**src/rtl/tmr_pkg.sv**
```systemverilog
package tmr_pkg;
  localparam int CNT_W   = 32;
  localparam int VEC_W   = 8;
  localparam int SHIFT_W = 3;

  localparam logic [1:0] SEL_CTRL = 2'd0;
  localparam logic [1:0] SEL_INIT = 2'd1;
  localparam logic [1:0] SEL_CUR  = 2'd2;
  localparam logic [1:0] SEL_DIV  = 2'd3;

  localparam int BIT_PERIODIC = 17;
  localparam int BIT_MASK     = 16;
  localparam logic [3:0] DIV_KEEP = 4'hB;

  typedef struct packed {
    logic               loadInit;
    logic               periodic;
    logic               masked;
    logic [SHIFT_W-1:0] shift;
  } tmrCtl_t;
endpackage

```
**src/rtl/tmr_ctrl.sv**
```systemverilog
module tmr_ctrl
  import tmr_pkg::*;
(
  input  logic             clk,
  input  logic             rstN,
  input  logic             wrEn,
  input  logic [1:0]       wrSel,
  input  logic [CNT_W-1:0] wrData,
  output tmrCtl_t          ctl,
  output logic [CNT_W-1:0] initCount,
  output logic [VEC_W-1:0] vector,
  output logic [3:0]       divCfg
);
  logic periodicQ;
  logic maskedQ;
  logic [SHIFT_W-1:0] code;

  always_ff @(posedge clk) begin
    if (!rstN) begin
      periodicQ <= 1'b0;
      maskedQ   <= 1'b1;
      vector    <= '0;
      divCfg    <= '0;
      initCount <= '0;
    end else if (wrEn) begin
      case (wrSel)
        SEL_CTRL: begin
          periodicQ <= wrData[BIT_PERIODIC];
          maskedQ   <= wrData[BIT_MASK];
          vector    <= wrData[VEC_W-1:0];
        end
        SEL_INIT: initCount <= wrData;
        SEL_DIV:  divCfg    <= wrData[3:0] & DIV_KEEP;
        default:  ;
      endcase
    end
  end

  always_comb begin
    code         = {divCfg[3], divCfg[1:0]};
    ctl.shift    = code + SHIFT_W'(1);
    ctl.periodic = periodicQ;
    ctl.masked   = maskedQ;
    ctl.loadInit = wrEn && (wrSel == SEL_INIT);
  end
endmodule

```
**src/rtl/tmr_dpath.sv**
```systemverilog
module tmr_dpath
  import tmr_pkg::*;
(
  input  logic             clk,
  input  logic             rstN,
  input  logic             tickIn,
  input  tmrCtl_t          ctl,
  input  logic [CNT_W-1:0] loadVal,
  input  logic [CNT_W-1:0] initCount,
  input  logic [VEC_W-1:0] vector,
  output logic [CNT_W-1:0] curCount,
  output logic             divTick,
  output logic             irqValid,
  output logic [VEC_W-1:0] irqVector
);
  localparam int PRE_W = (1 << SHIFT_W) - 1;

  logic [PRE_W-1:0] preCnt;
  logic [PRE_W-1:0] preMask;
  logic             done;
  logic             expire;

  always_comb begin
    preMask = ~({PRE_W{1'b1}} << ctl.shift);
    divTick = tickIn && ((preCnt & preMask) == preMask);
    expire  = divTick && (curCount == '0) && (initCount != '0)
              && (ctl.periodic || !done);
  end

  always_ff @(posedge clk) begin
    if (!rstN) begin
      preCnt    <= '0;
      curCount  <= '0;
      done      <= 1'b0;
      irqValid  <= 1'b0;
      irqVector <= '0;
    end else begin
      irqValid <= expire && !ctl.masked;
      if (expire && !ctl.masked) irqVector <= vector;
      if (ctl.loadInit) begin
        preCnt   <= '0;
        curCount <= loadVal;
        done     <= 1'b0;
      end else begin
        if (tickIn) preCnt <= divTick ? '0 : preCnt + PRE_W'(1);
        if (divTick) begin
          if (curCount != '0) curCount <= curCount - CNT_W'(1);
          else if (ctl.periodic) curCount <= initCount;
          else if (initCount != '0) done <= 1'b1;
        end
      end
    end
  end
endmodule

```
**src/rtl/tmr_top.sv**
```systemverilog
module tmr_top
  import tmr_pkg::*;
(
  input  logic        clk,
  input  logic        rstN,
  input  logic        tickIn,
  input  logic        wrEn,
  input  logic [1:0]  wrSel,
  input  logic [31:0] wrData,
  input  logic [1:0]  rdSel,
  output logic [31:0] rdData,
  output logic        irqValid,
  output logic [7:0]  irqVector
);
  tmrCtl_t          ctl;
  logic [CNT_W-1:0] initCount;
  logic [CNT_W-1:0] curCount;
  logic [VEC_W-1:0] vector;
  logic [3:0]       divCfg;
  logic             divTick;

  tmr_ctrl ctrl_i (
    .clk(clk), .rstN(rstN), .wrEn(wrEn), .wrSel(wrSel), .wrData(wrData),
    .ctl(ctl), .initCount(initCount), .vector(vector), .divCfg(divCfg)
  );

  tmr_dpath dpath_i (
    .clk(clk), .rstN(rstN), .tickIn(tickIn), .ctl(ctl), .loadVal(wrData),
    .initCount(initCount), .vector(vector), .curCount(curCount),
    .divTick(divTick), .irqValid(irqValid), .irqVector(irqVector)
  );

  always_comb begin
    rdData = '0;
    case (rdSel)
      SEL_CTRL: begin
        rdData[BIT_PERIODIC] = ctl.periodic;
        rdData[BIT_MASK]     = ctl.masked;
        rdData[VEC_W-1:0]    = vector;
      end
      SEL_INIT: rdData = initCount;
      SEL_CUR:  rdData = curCount;
      default:  rdData[3:0] = divCfg;
    endcase
  end
endmodule

```
**config.mk**
```make
export PLATFORM = sky130hd
export DESIGN_NAME = tmr_top
export DESIGN_NICKNAME = d
export VERILOG_FILES = /design/src/rtl/tmr_pkg.sv /design/src/rtl/tmr_ctrl.sv /design/src/rtl/tmr_dpath.sv /design/src/rtl/tmr_top.sv
export SDC_FILE = /design/constraint.sdc
export NUM_CORES = 1
export LEC_CHECK = 0
export ABC_AREA = 0
export BUFFER_PORTS_ARGS = -buffer_cell sky130_fd_sc_hd__buf_4
export CAP_MARGIN = 20
export CORE_ASPECT_RATIO = 1.5
export CORE_MARGIN = 10
export CORE_UTILIZATION = 45
export CTS_CLUSTER_SIZE = 16
export DETAILED_ROUTE_END_ITERATION = 12
export GPL_TIMING_DRIVEN = 0
export HOLD_SLACK_MARGIN = 0.05
export MAX_ROUTING_LAYER = met4
export PLACE_DENSITY = 0.68
export RECOVER_POWER = 100
export SLEW_MARGIN = 20
export SYNTH_ARGS = -nofsm -noshare
export SYNTH_HDL_FRONTEND = slang
export SYNTH_SLANG_ARGS = --single-unit
```
**constraint.sdc**
```tcl
create_clock -name clk -period 4.2 [get_ports clk]
set_input_delay 0.21 -clock clk [delete_from_list [all_inputs] [get_ports clk]]
set_output_delay 0.21 -clock clk [all_outputs]
set_load 0.01 [all_outputs]
```
==> flow_metrics.env, run 1 <==
export IMPL_status="completed"
export IMPL_worstSetupStartpoint="ctrl_i.divCfg[1]$_SDFFE_PN0P_"
export IMPL_p_leak_nw=2.26
export IMPL_hold_worst_slack_ns=0.0942
export IMPL_antenna_found_initial=0
export IMPL_cp_start_kind="flop"
export IMPL_drc=0
export IMPL_regToRegSetupSlack_ns=0.27
export IMPL_cp_num_cells=10
export IMPL_fin_crit_sh_pct=93.6
export IMPL_wire_per_inst_um=22.7
export IMPL_async_flop_share_pct=0
export IMPL_synth_edf_count=0
export IMPL_h_tree_depth=3
export IMPL_worst_pin_slew_ns=1.17
export IMPL_r2r_end="dpath_i.curCount[5]$_SDFFE_PN0P_"
export IMPL_die_height_um=154
export IMPL_rows=49
export IMPL_ys_warn_count=0
export IMPL_finalClockSkew_ns=0.00602
export IMPL_min_period_ns=3.93
export IMPL_hold_viol_final=0
export IMPL_crit_top_cell="ha_1"
export IMPL_power_density_nw_per_um2=401
export IMPL_drv_slew=0
export IMPL_cp_data_arrival_time_ns=4.18
export IMPL_syn_inst=719
export IMPL_r2r_cells=10
export IMPL_io_buffers=80
export IMPL_synth_cell_types=59
export IMPL_dr_pass1_iters=6
export IMPL_clkLatencyLatePin_ns=0.35
export IMPL_post_dp_hpwl_mm=16.2
export IMPL_ir_drop_mv=0.241
export IMPL_setup_viol=0
export IMPL_worstPathRequired_ns=4.45
export IMPL_synthDominantCellAreaShare_pct=34.7
export IMPL_cp_top_family="compound AO/OA/AOI/OAI gates"
export IMPL_grt_max_degree=18
export IMPL_gp_congestion=0.991
export IMPL_clk_pin_slew_worst_paths_ns=0.07
export IMPL_drive_gt1_share_pct=8.34
export IMPL_max_freq_ghz=0.254
export IMPL_cts_tree="done"
export IMPL_antenna_left=0
export IMPL_fp_dieArea_um2=16900
export IMPL_grt_pass1_vias=5903
export IMPL_grt_pass1_wl_mm=33.4
export IMPL_setup_tns_final_ns=0
export IMPL_wirelength_mm=22.0
export IMPL_numCtsBuffers=9
export IMPL_max_stage_delay_ns=0.83
export IMPL_synth_top_area_cell="dfxtp_1"
export IMPL_globalRoute_totalOverflow=0
export IMPL_synth_most_common_cell="nand2_1"
export IMPL_syn_area_per_cell_um2=7.54
export IMPL_synth_nets=770
export IMPL_max_slew_margin_pct=21.8
export IMPL_crit_slowest_cell="o21ai_1"
export IMPL_path_buf_inv=2
export IMPL_reg2reg_from="ctrl_i.divCfg[1]$_SDFFE_PN0P_"
export IMPL_clockRootBuffer="clkbuf_16"
export IMPL_grt_total_usage_pct=26.2
export IMPL_drt_iter0_markers=647
export IMPL_yosys_top_cells_count="nand2_1, dfxtp_1, a21oi_1"
export IMPL_start_util_pct=45.6
export IMPL_die_width_um=110
export IMPL_cap_violations=0
export IMPL_syn_area_um2=5420
export IMPL_ys_ff_latch=94
export IMPL_critPathCaptureType="flop"
export IMPL_antenna_cells=0
export IMPL_pin_count=81
export IMPL_ys_seq_area_share_pct=34.7
export IMPL_crit_type="reg2reg"
export IMPL_endpoint="dpath_i.curCount[5]$_SDFFE_PN0P_"
export IMPL_synth_area_top_cells="dfxtp_1, nand2_1, a21oi_1, nor2_1, a22oi_1"
export IMPL_hp_class="in2reg"
export IMPL_hold_buffers=0
export IMPL_ctsResizeCount=0
export IMPL_num_vias=6055
export IMPL_synthFlopType="dfxtp_1"
export IMPL_clkSinkCount=94
export IMPL_rsz0062_at_grt="no"
export IMPL_coreArea_um2=11900
export IMPL_area_growth_pct=17.3
export IMPL_worstPathCellList="ha_1 -> inv_1 -> ha_1 -> a21oi_1 -> nor4b_1 -> nand2_1 -> o21ai_1 -> clkbuf_1 -> o311a_1 -> nor2_1"
export IMPL_cts_buffer_depth=2
export IMPL_avgViaCountPerCell=6.26
export IMPL_post_cts_repair_setup_buffers=0
export IMPL_nets=861
export IMPL_critical_path_max_fanout=10
## registers in the layout (all words and copies together) (netlist names)
name               flops
dpath_i.done           1
ctrl_i.divCfg          3
ctrl_i.initCount      32
ctrl_i.maskedQ         1
dpath_i.irqVector      8
dpath_i.irqValid       1
dpath_i.curCount      32
ctrl_i.periodicQ       1
dpath_i.preCnt         7
ctrl_i.vector          8
## area by class of cell
type                    count  area (um2)
plain buffers              54         229
clock buffers              10         239
clock inverters             6        72.6
fillers                  1257        5530
inverters                  14        52.6
multi-input cells         557        3260
flip-flops and latches     94        1880
well taps                 153         191
repair buffers             80         435
## worst reg2reg max path: cells and delay by family (launching register included)
family                   cells  cell delay [ns]
flip-flops                   1             0.38
adder cells (fa/ha/maj)      2             0.49
AND/OR/NAND/NOR              3             1.15
buffers and inverters        2             0.64
AO/OA/AOI/OAI                3             1.18
## how the worst min path moves through the flow
stage | start | cells past startpoint | slack, ns | endpoint
floorplan | wrData[16] | 2 | 0.33 | ctrl_i.maskedQ$_SDFFE_PN1P_
global placement | wrData[16] | 3 | 0.45 | ctrl_i.maskedQ$_SDFFE_PN1P_
detailed placement | wrData[16] | 3 | 0.45 | ctrl_i.maskedQ$_SDFFE_PN1P_
CTS | wrData[16] | 3 | 0.09 | ctrl_i.maskedQ$_SDFFE_PN1P_
global route | wrData[13] | 3 | 0.11 | dpath_i.curCount[13]$_SDFFE_PN0P_
finish | wrData[16] | 3 | 0.09 | ctrl_i.maskedQ$_SDFFE_PN1P_
## power breakdown
part / leakage [nW] / internal [mW] / switching, mW / total [mW]
combinational: 1.34 / 0.240 / 0.437 / 0.676
clock: 0.156 / 0.488 / 0.395 / 0.884
sequential: 0.765 / 0.933 / 0.0567 / 0.990
total: 2.26 / 1.66 / 0.889 / 2.55
## routing by layer
layer  wire [um]  part of all wire [%]  GRT usage [%]
met5           0                     0              -
met4        1030                   4.7           12.7
met3        1890                   8.6           3.83
met2       10600                    48           42.2
met1        8490                    39           30.9
## kinds of logic after synthesis
logic type | Yosys count | share of synthesized area [%]
fa+ha+maj | 11 | 2.54
flops | 94 | 34.7
compound gates | 212 | 25.2
mux | 17 | 3.18
xor+xnor | 17 | 2.75
buf+inv | 68 | 5.24
simple gates | 300 | 26.4
## through the flow
step                      std cells  setup WS [ns]  util, %  cell area (um2)  power (mW)
after detailed placement        952          0.428     52.3             6220        1.67
final                           968          0.270     53.5             6360        2.55
after floorplan                 719           1.38        -             5420        1.43
after CTS                       968          0.413     54.9             6530        2.54
after global placement          952          0.485     52.3             6220        1.66
after global routing            968          0.121     53.5             6360        2.64
## placed cells by master (no fill, tap or decap), types with 4 or more instances in the layout
cell type	n
o31ai_1	4
o221ai_1	5
o211ai_1	10
a31oi_1	9
or3_1	5
xnor2_1	11
a211o_1	4
a22oi_1	23
nor4_1	21
xor2_1	6
mux2i_1	15
ha_1	11
a222oi_1	10
buf_4	36
nand3_1	22
clkbuf_1	91
inv_1	13
a21oi_1	81
nor3_1	12
o21ai_0	29
o21bai_1	7
dfxtp_1	94
nor2_1	65
or4_1	5
nor2b_1	23
nand4_1	11
clkbuf_16	9
nand2_1	115
a21o_1	4
Note: power is estimated with default switching activity, not from simulation.
==> run 2: changes to the inputs <==
--- a/config.mk
+++ b/config.mk
@@ -16,7 +16,7 @@
 export GPL_TIMING_DRIVEN = 0
 export HOLD_SLACK_MARGIN = 0.05
 export MAX_ROUTING_LAYER = met4
-export PLACE_DENSITY = 0.68
+export PLACE_DENSITY = 0.65
 export RECOVER_POWER = 100
 export SLEW_MARGIN = 20
 export SYNTH_ARGS = -nofsm -noshare
==> run 2 against run 1 <==
Routed wire length rose by 0.54%. Power fell by 0.45%. Hold slack got worse by 0.0079 ns. First-iteration DRC count fell by 15%. Sequential power barely moved. Sequential share of layout area barely moved. Cell area barely moved. Register-to-register slack improved by 0.06 ns. Worst setup slack improved by 0.063 ns. Combinational power fell by 0.7%. Die area did not move. Critical path depth did not move. Critical path type unchanged. Largest cell class unchanged. Largest power group unchanged.
==> flow_metrics.env, run 2 (synthesized netlist as in run 1, its figures left out) <==
export IMPL_worst_pin_slew_ns=0.955
export IMPL_clkLatencyLatePin_ns=0.35
export IMPL_grt_pass1_wl_mm=33.8
export IMPL_globalRoute_totalOverflow=0
export IMPL_p_sw_share_pct=34.1
export IMPL_hold_viol_final=0
export IMPL_grt_max_degree=17
export IMPL_setup_viol=0
export IMPL_nets=861
export IMPL_min_period_ns=3.87
export IMPL_cts_tree="done"
export IMPL_crit_type="reg2reg"
export IMPL_setup_tns_final_ns=0
export IMPL_antenna_cells=0
export IMPL_pwr_share_clk_pct=34.6
export IMPL_die_height_um=154
export IMPL_rsz0062_at_grt="no"
export IMPL_die_width_um=110
export IMPL_crit_slowest_cell="o21ai_1"
export IMPL_p_int_mw=1.67
export IMPL_cp_top_family="compound AO/OA/AOI/OAI gates"
export IMPL_gp_congestion=0.961
export IMPL_grt_pass1_vias=5939
export IMPL_power_density_nw_per_um2=399
export IMPL_max_freq_ghz=0.259
export IMPL_coreArea_um2=11900
export IMPL_ir_drop_mv=0.207
export IMPL_wirelength_mm=22.1
export IMPL_antenna_found_initial=0
export IMPL_hold_worst_slack_ns=0.0863
export IMPL_drv_slew=0
export IMPL_clkSinkCount=94
export IMPL_cp_start_kind="flop"
export IMPL_comb_power_share_pct=26.4
export IMPL_clockRootBuffer="clkbuf_16"
export IMPL_max_slew_margin_pct=36.2
export IMPL_post_cts_repair_setup_buffers=0
export IMPL_path_buf_inv=2
export IMPL_fp_dieArea_um2=16900
export IMPL_drive_gt1_share_pct=8.34
export IMPL_rows=49
export IMPL_num_vias=6054
export IMPL_dr_pass1_iters=6
export IMPL_worstPathCellList="ha_1 -> inv_1 -> ha_1 -> a21oi_1 -> nor4b_1 -> nand2_1 -> o21ai_1 -> clkbuf_1 -> a21oi_1 -> o21ai_0"
export IMPL_drt_iter0_markers=551
export IMPL_h_tree_depth=3
export IMPL_post_dp_hpwl_mm=16.3
export IMPL_pin_count=81
export IMPL_final_cell_mix="nand2_1, dfxtp_1, clkbuf_1, a21oi_1, nor2_1"
export IMPL_wire_per_inst_um=22.9
export IMPL_numCtsBuffers=9
export IMPL_drc=0
export IMPL_p_leak_nw=2.26
export IMPL_critical_path_max_fanout=10
export IMPL_hold_buffers=0
export IMPL_dp_slack_ns=0.485
export IMPL_cap_violations=0
export IMPL_critPathCaptureType="flop"
export IMPL_ctsResizeCount=0
export IMPL_start_util_pct=45.6
export IMPL_worstPathRequired_ns=4.48
export IMPL_utilization_pct=53.5
export IMPL_grt_total_usage_pct=26.4
export IMPL_area_growth_pct=17.4
export IMPL_cts_buffer_depth=2
export IMPL_cp_data_arrival_time_ns=4.15
export IMPL_io_buffers=80
export IMPL_clk_pin_slew_worst_paths_ns=0.07
export IMPL_status="completed"
export IMPL_power_switching_mw=0.866
export IMPL_max_stage_delay_ns=0.79
export IMPL_setup_slack_ns=0.333
export IMPL_avgViaCountPerCell=6.25
export IMPL_mostFrequentLayoutCell="nand2_1"
export IMPL_finalClockSkew_ns=0.00759
export IMPL_antenna_left=0
export IMPL_hp_class="in2reg"
export IMPL_fin_crit_sh_pct=92.1
export IMPL_top_regs="ctrl_i.initCount x32, dpath_i.curCount x32"
export IMPL_pwr_share_seq_pct=39.0
[run 2: cell types whose count changed in the layout (fill, tap and decap cells not counted)]
cell,previous run,this run
inv_6,3,1
clkinv_2,1,0
clkinv_4,0,3
inv_8,1,0
buf_1,1,2
clkbuf_1,91,90
clkbuf_8,1,2
[run 2: final timing paths]
check / from / to / slack, ns / depth (start not counted)
worst max-delay path: ctrl_i.divCfg[1]$_SDFFE_PN0P_ / dpath_i.curCount[15]$_SDFFE_PN0P_ / 0.33 / 10
worst min-delay path: wrData[14] / dpath_i.curCount[14]$_SDFFE_PN0P_ / 0.09 / 3
worst max register to register: ctrl_i.divCfg[1]$_SDFFE_PN0P_ / dpath_i.curCount[15]$_SDFFE_PN0P_ / 0.33 / 10
worst min register to register: ctrl_i.vector[5]$_SDFFE_PN0P_ / ctrl_i.vector[5]$_SDFFE_PN0P_ / 0.48 / 2
[run 2: layer usage]
metal | global-route usage (%) | up-vias | wire length (um)
li1 | - | 2793 | -
met1 | 31.4 | 2884 | 8540
met2 | 43.0 | 313 | 10900
met3 | 4.45 | 64 | 1850
met4 | 10.8 | 0 | 844
met5 | - | - | 0
[run 2: worst reg2reg max path, cell delays in order, from the launching register on]
cell and delay [ns]:
dfxtp_1 0.39, ha_1 0.19, inv_1 0.05, ha_1 0.30, a21oi_1 0.08, nor4b_1 0.63
nand2_1 0.41, o21ai_1 0.79, clkbuf_1 0.60, a21oi_1 0.19, o21ai_0 0.18
[run 2: final cells by class]
class | count | area [um2]
fillers | 1249 | 5530
plain buffers | 54 | 229
inverters | 14 | 52.6
clock buffers | 11 | 253
clock inverters | 5 | 65.1
flip-flops and latches | 94 | 1880
well taps | 153 | 191
multi-input cells | 557 | 3260
repair buffers | 80 | 435
[run 2: metrics by stage]
step | cell area [um2] | total power [mW] | instances
after global routing | 6370 | 2.64 | 968
after detailed placement | 6220 | 1.67 | 952
final | 6370 | 2.54 | 968
after CTS | 6530 | 2.53 | 968
after floorplan | 5420 | 1.43 | 719
after global placement | 6220 | 1.65 | 952
[run 2: power by group through the flow]
stage	logic [mW]	clock network, mW	registers, mW
2_1_floorplan	0.445	0	0.989
3_3_place_gp	0.648	0	1.01
3_5_place_dp	0.659	0	1.01
4_1_cts	0.662	0.880	0.986
5_1_grt	0.725	0.916	0.995
6_report	0.671	0.878	0.990
==> run 3: changes to the inputs <==
--- a/config.mk
+++ b/config.mk
@@ -21,4 +21,5 @@
 export SLEW_MARGIN = 20
 export SYNTH_ARGS = -nofsm -noshare
 export SYNTH_HDL_FRONTEND = slang
+export SYNTH_HIERARCHICAL = 1
 export SYNTH_SLANG_ARGS = --single-unit
==> run 3 against run 2 <==
Largest power group unchanged. Count of clock-buffer cells in the layout fell by 2. Highest routed layer unchanged. Core utilization rose by 0.19 points. Clock skew rose by 0.0060 ns. Power down 0.54%. Global-route usage decreased by 2.3 points. Die area grew 2.3%. Largest cell class unchanged. Sequential share of layout area fell by 0.55 points.
==> flow_metrics.env, run 3 <==
export IMPL_post_cts_repair_setup_buffers=0
export IMPL_area_growth_pct=16.4
export IMPL_ys_warn_count=6
export IMPL_fp_dieArea_um2=17300
export IMPL_clkSinkCount=94
export IMPL_synthFlopType="dfxtp_1"
export IMPL_use_met2_pct=44.2
export IMPL_synthDominantCellAreaShare_pct=33.8
export IMPL_crit_slowest_cell="o21ai_0"
export IMPL_die_height_um=156
export IMPL_min_period_ns=3.48
export IMPL_rows=49
export IMPL_ys_seq_area_share_pct=33.8
export IMPL_max_stage_delay_ns=0.81
export IMPL_ctsResizeCount=0
export IMPL_grt_use_met1_pct=24.7
export IMPL_avgViaCountPerCell=6.10
export IMPL_setup_tns_final_ns=0
export IMPL_worstPathCellList="ha_1 -> xor2_1 -> a21bo_2 -> o2111ai_1 -> or3_1 -> clkbuf_1 -> o21ai_0 -> clkbuf_1 -> a21oi_1 -> a211oi_1"
export IMPL_setup_viol=0
export IMPL_io_buffers=80
export IMPL_post_dp_hpwl_mm=16.1
export IMPL_antenna_left=0
export IMPL_placed_area_um2=6370
export IMPL_syn_area_per_cell_um2=8.16
export IMPL_synth_cell_types=60
export IMPL_max_freq_ghz=0.287
export IMPL_coreArea_um2=12100
export IMPL_gp_congestion=0.940
export IMPL_clk_pin_slew_worst_paths_ns=0.07
export IMPL_status="completed"
export IMPL_worst_pin_slew_ns=1.10
export IMPL_critPathCaptureType="flop"
export IMPL_wire_per_inst_um=22.7
export IMPL_worstPathRequired_ns=4.45
export IMPL_drv_slew=0
export IMPL_dr_pass1_iters=7
export IMPL_cts_buffer_depth=2
export IMPL_cp_data_arrival_time_ns=3.73
export IMPL_drt_iter0_markers=444
export IMPL_hold_viol_final=0
export IMPL_numCtsBuffers=9
export IMPL_crit_type="reg2reg"
export IMPL_hp_class="in2reg"
export IMPL_grt_pass1_wl_mm=32.6
export IMPL_async_flop_share_pct=0
export IMPL_mostFrequentLayoutCell="nand2_1"
export IMPL_clkLatencyLatePin_ns=0.36
export IMPL_crit_top_cell="clkbuf_1"
export IMPL_h_tree_depth=3
export IMPL_clockRootBuffer="clkbuf_16"
export IMPL_nets=822
export IMPL_synth_area_top_cells="dfxtp_1, mux2i_1, nand2_1, nor2_1, a22oi_1"
export IMPL_antenna_cells=0
export IMPL_p_leak_nw=2.48
export IMPL_max_slew_margin_pct=26.2
export IMPL_ir_drop_mv=0.261
export IMPL_ys_ff_latch=94
export IMPL_power_density_nw_per_um2=389
export IMPL_busiest_layer="met2"
export IMPL_syn_area_um2=5570
export IMPL_rsz0062_at_grt="no"
export IMPL_grt_max_degree=17
export IMPL_yosys_top_cells_count="nand2_1, dfxtp_1, mux2i_1"
export IMPL_hold_buffers=0
export IMPL_globalRoute_totalOverflow=0
export IMPL_antenna_found_initial=0
export IMPL_synth_top_area_cell="dfxtp_1"
export IMPL_cap_violations=0
export IMPL_final_cell_mix="nand2_1, dfxtp_1, clkbuf_1, mux2i_1, nor2_1"
export IMPL_critical_path_max_fanout=10
export IMPL_met3_usage_pct=4.02
export IMPL_cts_tree="done"
export IMPL_fin_crit_sh_pct=82.9
export IMPL_cp_start_kind="flop"
export IMPL_syn_inst=683
export IMPL_synth_most_common_cell="nand2_1"
export IMPL_drive_gt1_share_pct=10.2
export IMPL_synth_nets=731
export IMPL_drc=0
export IMPL_die_width_um=111
export IMPL_finalClockSkew_ns=0.0136
export IMPL_synth_edf_count=0
export IMPL_top_regs="ctrl_i/initCount x32, dpath_i/curCount x32"
export IMPL_grt_pass1_vias=5790
export IMPL_fillers=1236
export IMPL_pin_count=81
export IMPL_stdcell_area_um2=6490
export IMPL_start_util_pct=46.2
export IMPL_wirelength_mm=21.2
export IMPL_grt_total_usage_pct=24.2
export IMPL_num_vias=5675
[run 3: changes by cell type in the layout (fill, tap and decap cells not counted), sizes merged, moves of 8 or more]
cell,delta
a21oi,-60
mux2i,+51
clkbuf,-22
o21ai,-14
buf,+13
nor2,-8
[run 3: worst paths after layout]
check                           startpoint                                 to  slack [ns]  cells past startpoint
max          ctrl_i/divCfg[0]$_SDFFE_PN0P_   dpath_i/curCount[9]$_SDFFE_PN0P_        0.72                     10
min                             wrData[28]  dpath_i/curCount[28]$_SDFFE_PN0P_        0.08                      3
max reg2reg  ctrl_i/divCfg[0]$_SDFFE_PN0P_   dpath_i/curCount[9]$_SDFFE_PN0P_        0.72                     10
min reg2reg  ctrl_i/periodicQ$_SDFFE_PN0P_      ctrl_i/periodicQ$_SDFFE_PN0P_        0.47                      2
[run 3: final cells by class]
cell class,instances,area (um2),share of cell area [%]
Clock inverter,6,70.1,1.08
Buffer,47,229,3.53
Clock buffer,9,225,3.47
Timing Repair Buffer,80,450,6.94
Tap cell,153,191,2.95
Multi-Input combinational cell,527,3380,52.2
Inverter,15,56.3,0.868
Sequential cell,94,1880,29.0
[run 3: metrics by stage]
stage | std cells | setup slack [ns] | total power, mW | hold slack [ns] | util [%]
2_1_floorplan | 683 | 1.75 | 1.46 | 0.319 | -
3_3_place_gp | 916 | 1.08 | 1.68 | 0.429 | 52.7
3_5_place_dp | 916 | 1.07 | 1.69 | 0.434 | 52.7
6_report | 931 | 0.720 | 2.53 | 0.0762 | 53.7
5_1_grt | 931 | 0.570 | 2.63 | 0.0966 | 53.7
4_1_cts | 931 | 1.05 | 2.53 | 0.0755 | 55.2
[run 3: logic make-up after synthesis]
kind of cell / synth area share, %
AOI/OAI and AO/OA: 16.8
DFF: 33.8
and+or+nand+nor: 25.6
other: 0.0673
xor gates and xnor gates: 4.56
adders and majority gates: 1.80
muxes: 12.1
buffers and inverters: 5.43
[run 3: layer usage]
metal / wire (um) / part of all wire (%)
met1: 7960 / 38
met2: 11100 / 52
met3: 1230 / 5.8
met4: 875 / 4.1
met5: 0 / 0
[run 3: report_power, final]
part | switching (mW) | internal, mW
clock network | 0.384 | 0.463
logic | 0.417 | 0.259
registers | 0.0678 | 0.935
[run 3: critical path, delay by kind of cell, from the launching register on]
kind,cells,cell delay (ns)
AOI/OAI and AO/OA,5,1.56
xor gates and xnor gates,1,0.17
adders and majority gates,1,0.21
buffers and inverters,2,0.74
DFF,1,0.34
and+or+nand+nor,1,0.36
